<file path="config.mk">
export PLATFORM = sky130hd
export DESIGN_NAME = mul_casc
export DESIGN_NICKNAME = d
export VERILOG_FILES = /design/src/rtl/mulc_pkg.sv /design/src/rtl/mulc_stage.sv /design/src/rtl/mulc_bsel.sv /design/src/rtl/mulc_mult.sv /design/src/rtl/mul_casc.sv
export SDC_FILE = /design/constraint.sdc
export NUM_CORES = 1
export LEC_CHECK = 0
export CAP_MARGIN = 40
export CORE_ASPECT_RATIO = 1.25
export CORE_UTILIZATION = 35
export DETAILED_ROUTE_END_ITERATION = 7
export DONT_BUFFER_PORTS = 1
export GPL_TIMING_DRIVEN = 0
export SYNTH_ARGS = -nofsm -noshare
export SYNTH_HDL_FRONTEND = slang
export SYNTH_SLANG_ARGS = --single-unit
</file>
<file path="constraint.sdc">
create_clock -name clk -period 15.3 [get_ports clk]
set_input_delay 3.06 -clock clk [delete_from_list [all_inputs] [get_ports clk]]
set_output_delay 3.06 -clock clk [all_outputs]
set_load 0.01 [all_outputs]
</file>
<file path="src/rtl/mulc_pkg.sv">
package mulc_pkg;
  typedef enum logic {
    B_FROM_PORT  = 1'b0,
    B_FROM_CHAIN = 1'b1
  } bsrc_e;
endpackage

</file>
<file path="src/rtl/mulc_stage.sv">
// Optional pipeline register: synchronous reset has priority over enable.
module mulc_stage #(
  parameter int W = 18,
  parameter bit EN = 1'b1
) (
  input  logic         clk,
  input  logic         ce,
  input  logic         rst,
  input  logic [W-1:0] d,
  output logic [W-1:0] q
);
  generate
    if (EN) begin : g_reg
      logic [W-1:0] q_r = '0;
      always_ff @(posedge clk) begin
        if (rst)     q_r <= '0;
        else if (ce) q_r <= d;
      end
      assign q = q_r;
    end else begin : g_wire
      assign q = d;
    end
  endgenerate
endmodule

</file>
<file path="src/rtl/mulc_bsel.sv">
// Second-operand source selection, fixed at elaboration.
module mulc_bsel #(
  parameter int W = 18,
  parameter mulc_pkg::bsrc_e SRC = mulc_pkg::B_FROM_PORT
) (
  input  logic [W-1:0] from_port,
  input  logic [W-1:0] from_chain,
  output logic [W-1:0] sel
);
  generate
    if (SRC == mulc_pkg::B_FROM_CHAIN) begin : g_chain
      assign sel = from_chain;
    end else begin : g_port
      assign sel = from_port;
    end
  endgenerate
endmodule

</file>
<file path="src/rtl/mulc_mult.sv">
// Full-width signed multiplier.
module mulc_mult #(
  parameter int AW = 18,
  parameter int BW = 18,
  localparam int PW = AW + BW
) (
  input  logic signed [AW-1:0] a,
  input  logic signed [BW-1:0] b,
  output logic signed [PW-1:0] p
);
  logic signed [PW-1:0] a_x;
  logic signed [PW-1:0] b_x;
  assign a_x = PW'(a);
  assign b_x = PW'(b);
  assign p   = a_x * b_x;
endmodule

</file>
<file path="src/rtl/mul_casc.sv">
module mul_casc #(
  parameter int AW = 18,
  parameter int BW = 18,
  parameter bit A_REG = 1'b1,
  parameter bit B_REG = 1'b1,
  parameter bit P_REG = 1'b1,
  parameter mulc_pkg::bsrc_e B_SRC = mulc_pkg::B_FROM_PORT,
  parameter bit INV_CLK   = 1'b0,
  parameter bit INV_CE_A  = 1'b0,
  parameter bit INV_RST_A = 1'b0,
  parameter bit INV_CE_B  = 1'b0,
  parameter bit INV_RST_B = 1'b0,
  parameter bit INV_CE_P  = 1'b0,
  parameter bit INV_RST_P = 1'b0,
  localparam int PW = AW + BW
) (
  input  logic          clk,
  input  logic [AW-1:0] a_op,
  input  logic [BW-1:0] b_op,
  input  logic [BW-1:0] b_casc_in,
  input  logic          ce_a,
  input  logic          rst_a,
  input  logic          ce_b,
  input  logic          rst_b,
  input  logic          ce_p,
  input  logic          rst_p,
  output logic [PW-1:0] prod,
  output logic [BW-1:0] b_casc_out
);
  // Polarity-corrected controls
  logic clk_e;
  logic ce_a_e, rst_a_e, ce_b_e, rst_b_e, ce_p_e, rst_p_e;
  assign clk_e   = clk   ^ INV_CLK;
  assign ce_a_e  = ce_a  ^ INV_CE_A;
  assign rst_a_e = rst_a ^ INV_RST_A;
  assign ce_b_e  = ce_b  ^ INV_CE_B;
  assign rst_b_e = rst_b ^ INV_RST_B;
  assign ce_p_e  = ce_p  ^ INV_CE_P;
  assign rst_p_e = rst_p ^ INV_RST_P;

  logic [BW-1:0] b_pick;
  logic [AW-1:0] a_st;
  logic [BW-1:0] b_st;
  logic [PW-1:0] p_raw;

  mulc_bsel #(.W(BW), .SRC(B_SRC)) u_bsel (
    .from_port (b_op),
    .from_chain(b_casc_in),
    .sel       (b_pick)
  );

  mulc_stage #(.W(AW), .EN(A_REG)) u_areg (
    .clk(clk_e), .ce(ce_a_e), .rst(rst_a_e), .d(a_op), .q(a_st)
  );

  mulc_stage #(.W(BW), .EN(B_REG)) u_breg (
    .clk(clk_e), .ce(ce_b_e), .rst(rst_b_e), .d(b_pick), .q(b_st)
  );

  mulc_mult #(.AW(AW), .BW(BW)) u_mult (
    .a(a_st), .b(b_st), .p(p_raw)
  );

  mulc_stage #(.W(PW), .EN(P_REG)) u_preg (
    .clk(clk_e), .ce(ce_p_e), .rst(rst_p_e), .d(p_raw), .q(prod)
  );

  assign b_casc_out = b_st;
endmodule

</file>
# After elaboration in Yosys (flattened, before gate mapping)
# Index checks and enable logic that the tools add are counted.
classes:
  add_sub_neg: 0
  multipliers: 1
  n_div: 0
  order_cmp: 0
  eq_ne: 0
  n_shift: 0
  muxes: 0
  bitwise_logic: 0
  reduce_logical: 0
ops:
  columns: ["cell", "count"]
  rows:
  - ["18-bit by 18-bit multiplier with 36-bit output", 1]
word_totals:
  ff_bits: 72
  latchBits: 0
  mem_bits_rw: 0
  rom_bits: 0
  input_bits: 61
  out_inout_bits: 54
  word_cells: 4
  memories: 0

# Logic depth before layout (Yosys ltp)
# Gate-level depths: netlist of the first run.
logic_depth:
  ltp_word: 1
  depth_mapped: 25
  ltp_nobuf: 23

# Cells and area by module
# Synthesis of the first run repeated with hierarchy kept, for this count alone.
unflattened:
  hier_cells: 1598
  hier_area_um2: 14970.6
by_module_without_submodules:
  columns: ["mod", "instances", "cells_per_inst", "area_each_um2", "seq_area_each_um2"]
  rows:
  - ["mulc_mult", 1, 1348, 12230.5, 0.0]
  - ["mulc_stage (u_preg)", 1, 116, 1306.3, 720.7]
  - ["mulc_stage (u_areg ...)", 2, 58, 649.4, 360.3]
  - ["mulc_bsel", 1, 18, 135.1, 0.0]

# Worst setup path before layout of the first run
# No wires, ideal clock.
synth_path:
  kind: "register -> register"
  from: "register u_breg.g_reg.q_r[3] (netlist: u_breg.q[3])"
  to: "register u_preg.g_reg.q_r[33] (netlist: u_preg.q[33])"
  setup_ns: 0.127
  t_arrival_ns: 6.298
  required_time_ns: 15.173
  slack_ns: 8.875
  path_stages_with_launch: 21
  n_path_buf: 3
  period_less_slack_ns: 6.425
  cell_sequence: "dfxtp_1 -> clkbuf_1 -> clkbuf_1 -> nand2_1 -> fa_1 -> inv_1 -> fa_1 -> fa_1 -> fa_1 -> fa_1 -> inv_1 -> fa_1 -> inv_1 -> ha_1 -> clkbuf_8 -> nand4_1 -> or4_1 -> o211a_1 -> o31ai_1 -> nor3_1 -> or3_1"
synth_via:
  elab_chain_cells: 1
synth_lines:
  columns: ["item", "line_no", "text"]
  rows:
  - ["start, declared", "mulc_stage.sv:14", "logic [W-1:0] q_r = '0;"]
  - ["start signal, assigned", "mulc_stage.sv:16", "if (rst) q_r <= '0;"]
  - ["start signal, assigned", "mulc_stage.sv:17", "else if (ce) q_r <= d;"]
  - ["18-bit by 18-bit multiplier with 36-bit output", "mulc_mult.sv:15", "assign p = a_x * b_x;"]
  - ["end signal, assigned", "mulc_stage.sv:16", null]
  - ["end signal, assigned", "mulc_stage.sv:17", null]
  - ["end, declared", "mulc_stage.sv:14", null]
# Every way passes these cells.
# A chain may end at the register's enable or synchronous reset.

# Final worst setup path of the first run
# Ends and elaborated chain as after synthesis.

==> results_dict.tcl, run 1 <==
set metrics [dict create \
    synth_top_area_cell "fa_1" \
    drtIter0Drc 565 \
    grt_usage_pct 19.6 \
    clkSlewWorstSetupHoldPaths_ns 0.06 \
    final_max_slew_viol_count 0 \
    hold_slack_ns 0.521 \
    synth_area_leaders "fa_1 (44%), dfxtp_1 (9.7%), inv_1 (9.3%)" \
    cp-end-kind "flop" \
    hold_viol 0 \
    r2r_start "u_breg.q[3]$_SDFFE_PP0P_" \
    syn-num-nets 2106 \
    insertedDiodeCount 0 \
    gr-total-overflow 0 \
    ant_nets 0 \
    cts_sinks 72 \
    cts_made_buffers 9 \
    synthArstFlopShare_pct 0 \
    finalClockSkew_ns 0.00842 \
    p_leak_nw 7.89 \
    vias 10753 \
    dpl_cell_area_sq_um 15600 \
    netlist_area_sq_um 14900 \
    place_inst 2182 \
    die_w_microns 187 \
    required_ns 15.56 \
    grt_pass1_vias 11477 \
    clk_latency_ns 0.38 \
    cts_setup_buffers 0 \
    synth-edff-count 0 \
    ys_ff_latch 72 \
    pre_cts_ws_ns 7.53 \
    syn_avg_cell_area_sq_um 9.18 \
    yosys.cell_count.top_type "inv_1" \
    io_pins 115 \
    start_util_pct 35.5 \
    area_growth_pct 6.52 \
    coreArea_sq_um 42000 \
    routed_wl_mm 40.8 \
    layout.cells.non_filler 2197 \
    max_freq_mhz 129 \
    die_area_sq_um 43400 \
    power_uw 987 \
    first_pass_iters 7 \
    ys_warn_count 0 \
    drive_gt1_share_pct 2.26 \
    rsz0062_at_grt "false" \
    maxSlewHeadroom_pct 40.6 \
    vias_per_cell 4.89 \
    std_cell_rows 84 \
    period_needed_ns 7.76 \
    synth_cell_types 61 \
    die_h_microns 233 \
    cts_tree "built" \
    routabilityCongestion 0.904 \
    vdd_drop_max_v 0.0000628 \
    antenna_found_initial 1 \
    tns_ns 0 \
    synth_flop_cell "dfxtp_1" \
    wire_per_inst_microns 18.6 \
    power_density_nw_per_um2 62.2 \
    cp-start-kind "flop" \
    io_buffers 0 \
    grt_pass1_wl_mm 63.5 \
    clockBufferDepth 2 \
    final_nets 2117 \
    drcViolationCount 0 \
    drv_cap 0 \
    cts_resized 0 \
    synth.top_cell.area_share_pct 44.2 \
    period_share_pct 50.7 \
    path_class "flop to flop" \
    setup_violations 0 \
    hpwlAfterDp_mm 33.9 \
    grt_max_degree 13 \
    fin_area_sq_um 15900 \
    outcome "finished, final reports clean" \
    crit_start "u_breg.q[3]$_SDFFE_PP0P_" \
    setup_ws_ns 7.54 \
    seq_area_frac_synth_pct 9.67 \
    crit_fanout 10 \
    critPathArrivalTime_ns 8.02 \
    hold_buffers 0 \
    root_buffer "clkbuf_16" \
    hold_class "flop to flop" \
    tightest_slew_ns 0.890 \
    worstHoldStart "u_preg.q[0]$_SDFFE_PP0P_" \
    synthCells 1623 \
    synth_common_cells "inv_1 (368), fa_1 (329), nand2_1 (169)" \
    ctsHtreeMaxLevel 3 \
    postLayoutCoreUtil_pct 37.8 \
]
## cell usage in the layout, fill, tap and decap left out, types with 3 or more instances in the layout
| cell type | count |
|---|---|
| inv_1 | 368 |
| fa_1 | 329 |
| nand2_1 | 169 |
| and2_1 | 161 |
| ha_1 | 93 |
| nor2_1 | 77 |
| clkbuf_1 | 72 |
| dfxtp_1 | 72 |
| mux2i_1 | 55 |
| a21oi_1 | 28 |
| o21ai_0 | 21 |
| xnor2_1 | 20 |
| nand2b_1 | 19 |
| nor2b_1 | 17 |
| clkbuf_16 | 9 |
| a21o_1 | 8 |
| nand3_1 | 7 |
| or3_1 | 7 |
| nor3_1 | 7 |
| xor2_1 | 7 |
| a211oi_1 | 6 |
| nor3b_1 | 6 |
| buf_1 | 5 |
| a31oi_1 | 5 |
| nand4_1 | 5 |
| o21a_1 | 5 |
| clkbuf_8 | 4 |
| nand3b_1 | 4 |
| o221ai_1 | 3 |
## layout make-up
class	count	area, sq um
fill	4364	26200
multi-input combinational	1096	11700
sequential	72	1440
inverter	368	1380
tap	559	699
buffer	87	383
clock buffer	10	239
clock inverter	5	33.8
## worst max-delay path, cell delays in order (launching register included)
cell and delay (ns):
dfxtp_1 0.37, clkbuf_1 0.61, clkbuf_1 0.57, nand2_1 0.26, fa_1 0.59, inv_1 0.16, fa_1 0.92, fa_1 0.54
fa_1 0.51, fa_1 0.49, inv_1 0.05, fa_1 0.47, inv_1 0.04, ha_1 0.27, clkbuf_8 0.15, nand4_1 0.11
or4_1 0.45, o211a_1 0.29, o31ai_1 0.34, nor3_1 0.09, or3_1 0.34
## per-layer routing
metal | global-route usage, % | up-vias | wire length, microns | share of wire [%]
met4 | 11.6 | 0 | 2370 | 5.8
met1 | 21.0 | 5556 | 14400 | 35
met5 | 0 | - | 0 | 0
met3 | 3.48 | 97 | 1960 | 4.8
li1 | - | 4816 | - | -
met2 | 36.1 | 284 | 22100 | 54
## power by group
group	internal, mW	total (mW)	switching [mW]
Clock	0.113	0.204	0.0909
Combinational	0.215	0.537	0.321
Sequential	0.212	0.247	0.0349
Total	0.540	0.987	0.447
## kinds of logic (layout without fill, tap and decap cells)
group,after synthesis,count (layout),share of synthesized area [%]
adder cells (fa/ha/maj),422,422,52.0
multiplexers,56,56,3.77
XOR/XNOR,27,27,1.59
flip-flops,72,72,9.67
buffers and inverters,455,470,11.8
AND/OR/NAND/NOR,490,490,16.7
AO/OA/AOI/OAI,101,101,4.48
## path summary, 6_finish.rpt
kind                                                   to  cells after the start  slack [ns]
worst max-delay path            u_preg.q[33]$_SDFFE_PP0P_                     20        7.54
worst min-delay path             u_preg.q[0]$_SDFFE_PP0P_                      2        0.52
worst max register to register  u_preg.q[33]$_SDFFE_PP0P_                     20        7.54
worst min register to register   u_preg.q[0]$_SDFFE_PP0P_                      2        0.52
## registers in the layout, indices dropped and copies added, names as in the netlist
register,flops
u_breg.q,18
u_preg.q,36
u_areg.q,18
Note: power is estimated with default switching activity, not from simulation.
==> inputs of run 2 (changes only) <==
==> constraint.sdc (replaced) <==
create_clock -name clk -period 7.8 [get_ports clk]
set_input_delay 1.56 -clock clk [delete_from_list [all_inputs] [get_ports clk]]
set_output_delay 1.56 -clock clk [all_outputs]
set_load 0.01 [all_outputs]
==> run 2 against run 1 <==
Effect of this change: combinational power rose by 96%; clock skew rose by 0.0010 ns; clock-buffer cell count unchanged; clock power up 96%; hold slack about the same; cell count is essentially flat; utilization about the same; critical path type unchanged.
==> results_dict.tcl, run 2 (synthesis gave the netlist of run 1 again) <==
set metrics [dict create \
    cts_sinks 72 \
    setup_ws_ns 0.423 \
    multi_input_area_sq_um 11700 \
    cp_slowest_cell "fa_1" \
    cts_setup_buffers 0 \
    wl_met1_mm 14.2 \
    cp_cell_sequence "clkbuf_1 > nand2_1 > fa_1 > inv_1 > fa_1 > fa_1 > fa_1 > fa_1 > inv_1 > fa_1 > inv_1 > ha_1 > clkbuf_8 > nand4_1 > or4_1 > o211a_1 > o31ai_1 > nor4bb_1 > or3_1" \
    io_buffers 0 \
    final_nets 2115 \
    std_cell_rows 84 \
    die_h_microns 233 \
    die_area_sq_um 43400 \
    io_pins 115 \
    final_max_slew_viol_count 0 \
    n_fill_cell 4363 \
    clk_latency_ns 0.37 \
    maxSlewHeadroom_pct 39.4 \
    final_cell_mix "inv_1 (368), fa_1 (329), nand2_1 (169)" \
    critPathArrivalTime_ns 7.70 \
    required_ns 8.12 \
    drive_gt1_share_pct 2.75 \
    vias_per_cell 4.90 \
    drv_cap 0 \
    met3WireLength_mm 2.10 \
    grt_usage_pct 19.6 \
    hold_depth 2 \
    hold_class "flop to flop" \
    tightest_slew_ns 0.909 \
    cpPeakStageDelay_ns 0.85 \
    routed_wl_mm 40.6 \
    cp-end-kind "flop" \
    start_util_pct 35.5 \
    gr-total-overflow 0 \
    ant_nets 0 \
    cts_made_buffers 9 \
    regArea_sq_um 1440 \
    crit_fanout 11 \
    grt_pass1_vias 11477 \
    finalClockSkew_ns 0.00943 \
    antenna_found_initial 1 \
    hpwlAfterDp_mm 33.9 \
    routabilityCongestion 0.904 \
    wl_met2_mm 21.8 \
    rr_worst_depth 19 \
    power_density_nw_per_um2 122 \
    tns_ns 0 \
    highest_layer "met4" \
    worst_path_most_repeated_cell "fa_1" \
    path_class "flop to flop" \
    clockBufferDepth 2 \
    cp-start-kind "flop" \
    root_buffer "clkbuf_16" \
    first_pass_iters 5 \
    p_leak_nw 7.91 \
    wire_per_inst_microns 18.5 \
    max_freq_mhz 136 \
    clkSlewWorstSetupHoldPaths_ns 0.06 \
    hold_viol 0 \
    area_growth_pct 6.54 \
    grt_max_degree 13 \
    drtIter0Drc 610 \
    largest_reg_flops 36 \
    final_common_cell "inv_1" \
    setup_violations 0 \
    insertedDiodeCount 0 \
    rsz0062_at_grt "false" \
    grt_pass1_wl_mm 63.5 \
    drcViolationCount 0 \
    period_share_pct 94.6 \
    vdd_drop_max_v 0.000123 \
    outcome "finished, final reports clean" \
    ctsHtreeMaxLevel 3 \
    pre_cts_ws_ns 0.0347 \
    vias 10757 \
    cts_tree "built" \
    period_needed_ns 7.38 \
    coreArea_sq_um 42000 \
    die_w_microns 187 \
]
[run 2: repair_timing]
action / 4_1_cts / 5_1_grt
gates resized for setup: 0 / 16
setup endpoints to repair: 0 / 4
hold endpoints to repair: 0 / 0
hold buffers: 0 / 0
[run 2: path summary, 6_finish.rpt]
check	start	endpoint	slack [ns]
setup / recovery	u_breg.q[6]$_SDFFE_PP0P_	u_preg.q[33]$_SDFFE_PP0P_	0.42
hold / removal	u_preg.q[0]$_SDFFE_PP0P_	u_preg.q[0]$_SDFFE_PP0P_	0.52
setup reg to reg	u_breg.q[6]$_SDFFE_PP0P_	u_preg.q[33]$_SDFFE_PP0P_	0.42
hold reg to reg	u_preg.q[0]$_SDFFE_PP0P_	u_preg.q[0]$_SDFFE_PP0P_	0.52
[run 2: worst max-delay path: cells and delay by family, from the launching register on]
kind / cells / cell delay, ns
and+or+nand+nor: 5 / 1.32
DFF: 1 / 0.77
AOI/OAI and AO/OA: 2 / 0.63
buffers and inverters: 5 / 0.87
adders and majority gates: 7 / 3.73
[run 2: layout make-up]
| cell class | instances | share of cell area (%) |
|---|---|---|
| well taps | 559 | 4.40 |
| flip-flops and latches | 72 | 9.08 |
| plain buffers | 85 | 2.43 |
| inverters | 368 | 8.70 |
| clock buffers | 10 | 1.50 |
| clock inverters | 5 | 0.213 |
| multi-input cells | 1096 | 73.7 |
[run 2: per-stage QoR]
step	std cells	hold slack, ns	power [mW]	cell area (sq um)	util, %
6_report	2195	0.520	1.94	15900	37.8
5_1_grt	2195	0.561	2.11	15900	37.8
3_5_place_dp	2182	0.521	1.57	15600	37.1
2_1_floorplan	1623	0.490	1.26	14900	-
3_3_place_gp	2182	0.509	1.55	15600	37.1
4_1_cts	2197	0.529	1.98	15900	37.8
[run 2: power by group]
| group | switching, mW | internal [mW] | total, mW | leakage [nW] |
|---|---|---|---|---|
| Combinational | 0.628 | 0.423 | 1.05 | 7.19 |
| Sequential | 0.0695 | 0.416 | 0.485 | 0.592 |
| Clock | 0.179 | 0.221 | 0.400 | 0.130 |
| Total | 0.877 | 1.06 | 1.94 | 7.91 |
[run 2: metal layers]
metal  vias to the layer above  GRT usage, %
met2                       263          36.1
met3                       105          3.48
met5                         -             0
li1                       4816             -
met1                      5573          21.0
met4                         0          11.6
==> inputs of run 3 (changes only) <==
--- a/config.mk
+++ b/config.mk
@@ -6,11 +6,15 @@
 export NUM_CORES = 1
 export LEC_CHECK = 0
 export CAP_MARGIN = 40
+export CELL_PAD_IN_SITES_DETAIL_PLACEMENT = 1
+export CELL_PAD_IN_SITES_GLOBAL_PLACEMENT = 2
 export CORE_ASPECT_RATIO = 1.25
 export CORE_UTILIZATION = 35
+export CTS_BUF_LIST = sky130_fd_sc_hd__clkbuf_4
 export DETAILED_ROUTE_END_ITERATION = 7
 export DONT_BUFFER_PORTS = 1
 export GPL_TIMING_DRIVEN = 0
+export PLACE_DENSITY_LB_ADDON = 0.1
 export SYNTH_ARGS = -nofsm -noshare
 export SYNTH_HDL_FRONTEND = slang
 export SYNTH_SLANG_ARGS = --single-unit
==> run 3 against run 2 <==
Effect of this change: cell count increased by 0.23%; combinational power increased by 6%; clock-buffer cell count unchanged; maximum frequency decreased by 1.3%; largest cell class unchanged; critical endpoint unchanged.
==> results_dict.tcl, run 3 (synthesis gave the netlist of run 1 again) <==
set metrics [dict create \
    outcome "finished, final reports clean" \
    grt_pass1_vias 12026 \
    die_w_microns 187 \
    period_needed_ns 7.48 \
    critPathArrivalTime_ns 7.92 \
    power_density_nw_per_um2 123 \
    std_cell_rows 84 \
    tns_ns 0 \
    routabilityCongestion 0.843 \
    tightest_slew_ns 0.882 \
    layout.cells.non_filler 2200 \
    r2r_slack_ns 0.32 \
    area_growth_pct 6.38 \
    worstHoldStart "u_preg.q[26]$_SDFFE_PP0P_" \
    drv_cap 0 \
    p_leak_nw 7.91 \
    vias_per_cell 4.84 \
    antenna_found_initial 2 \
    drive_gt1_share_pct 3.54 \
    cts_tree "built" \
    crit_start "u_breg.q[11]$_SDFFE_PP0P_" \
    grt_pass1_wl_mm 72.0 \
    cts_setup_buffers 0 \
    clockBufferDepth 2 \
    largest_reg_flops 36 \
    gr-total-overflow 0 \
    drtIter0Drc 386 \
    hold_class "flop to flop" \
    first_pass_iters 4 \
    pre_cts_ws_ns -0.298 \
    vias 10658 \
    ctsHtreeMaxLevel 3 \
    cp-start-kind "flop" \
    setup_ws_ns 0.323 \
    grt_usage_pct 22.7 \
    root_buffer "clkbuf_4" \
    die_area_sq_um 43400 \
    hold_viol 0 \
    clk_latency_ns 0.56 \
    r2r_start "u_breg.q[11]$_SDFFE_PP0P_" \
    final_max_slew_viol_count 0 \
    cts_sinks 72 \
    drcViolationCount 0 \
    coreArea_sq_um 42000 \
    path_class "flop to flop" \
    io_pins 115 \
    wire_per_inst_microns 21.2 \
    place_inst 2184 \
    cts_made_buffers 9 \
    maxSlewHeadroom_pct 41.2 \
    hpwlAfterDp_mm 39.7 \
    final_nets 2116 \
    clkSlewWorstSetupHoldPaths_ns 0.13 \
    finalClockSkew_ns 0.0263 \
    final_cell_mix "inv_1 (368), fa_1 (328), nand2_1 (169)" \
    required_ns 8.24 \
    grt_max_degree 13 \
    period_share_pct 95.9 \
    vdd_drop_max_v 0.0000970 \
    io_buffers 0 \
    die_h_microns 233 \
    rsz0062_at_grt "false" \
    n_fill_cell 4903 \
    cp-end-kind "flop" \
    max_freq_mhz 134 \
    final_common_cell "inv_1" \
    start_util_pct 35.5 \
    crit_fanout 10 \
    routed_wl_mm 46.5 \
    setup_violations 0 \
    ant_nets 0 \
]
## run 3: changes by cell type in the layout (fill, tap and decap cells not counted), sizes merged
| cell | delta |
|---|---|
| clkinv | -2 |
| clkinvlp | -1 |
| buf | +3 |
| clkbuf | -2 |
| bufinv | +4 |
| diode | +3 |
## run 3: final cells by class
| type | instances | area, sq um | share of cell area (%) |
|---|---|---|---|
| timing repair buffer | 2 | 22.5 | 0.142 |
| clock buffer | 10 | 75.1 | 0.473 |
| clock inverter | 6 | 131 | 0.829 |
| tap | 559 | 699 | 4.41 |
| inverter | 368 | 1380 | 8.71 |
| sequential | 72 | 1450 | 9.11 |
| buffer | 84 | 389 | 2.45 |
| antenna | 3 | 7.51 | 0.0473 |
| multi-input combinational | 1096 | 11700 | 73.8 |
## run 3: report_power, final
part	internal, mW	switching, mW	total, mW	leakage [nW]
combinational	0.434	0.675	1.11	7.21
clock	0.196	0.163	0.359	0.104
sequential	0.415	0.0672	0.483	0.593
## run 3: critical path: stages, from the launching register on
cell and delay, ns:
dfxtp_1 0.40, buf_1 0.58, buf_1 0.58, nand2_1 0.15, fa_1 0.51, inv_1 0.06
fa_1 0.49, fa_1 0.62, fa_1 0.47, fa_1 0.49, inv_1 0.05, fa_1 0.47
inv_1 0.04, ha_1 0.26, buf_4 0.17, a2111oi_0 0.41, o21ai_0 0.24, a221oi_1 0.38
o211a_1 0.31, o31ai_1 0.15, nor4bb_1 0.16, or3_1 0.37
## run 3: repair_timing
action,CTS,global route
endpoints found under the setup margin,2,2
gates cloned,0,0
hold buffers,0,0
gates resized for setup,7,21
## run 3: metal layers
layer  vias up  GRT usage (%)  share of wire [%]
li1       4810              -                  -
met1      5636           25.1                 37
met2       151           43.6                 56
met3        61           2.67                2.7
met4         0           9.81                3.9
met5         -              0                  0
## run 3: metrics by stage
stage	hold WS, ns	util [%]	total power [mW]	cell area [sq um]
2_1_floorplan	0.490	-	1.26	14900
3_3_place_gp	0.518	37.1	1.61	15600
3_5_place_dp	0.524	37.2	1.63	15600
4_1_cts	0.544	37.7	2.01	15800
5_1_grt	0.567	37.7	2.14	15900
6_report	0.535	37.7	1.95	15900
## run 3: final timing paths
path / end / cells after the start
max: u_preg.q[33]$_SDFFE_PP0P_ / 21
min: u_preg.q[26]$_SDFFE_PP0P_ / 2
max reg2reg: u_preg.q[33]$_SDFFE_PP0P_ / 21
min reg2reg: u_preg.q[26]$_SDFFE_PP0P_ / 2
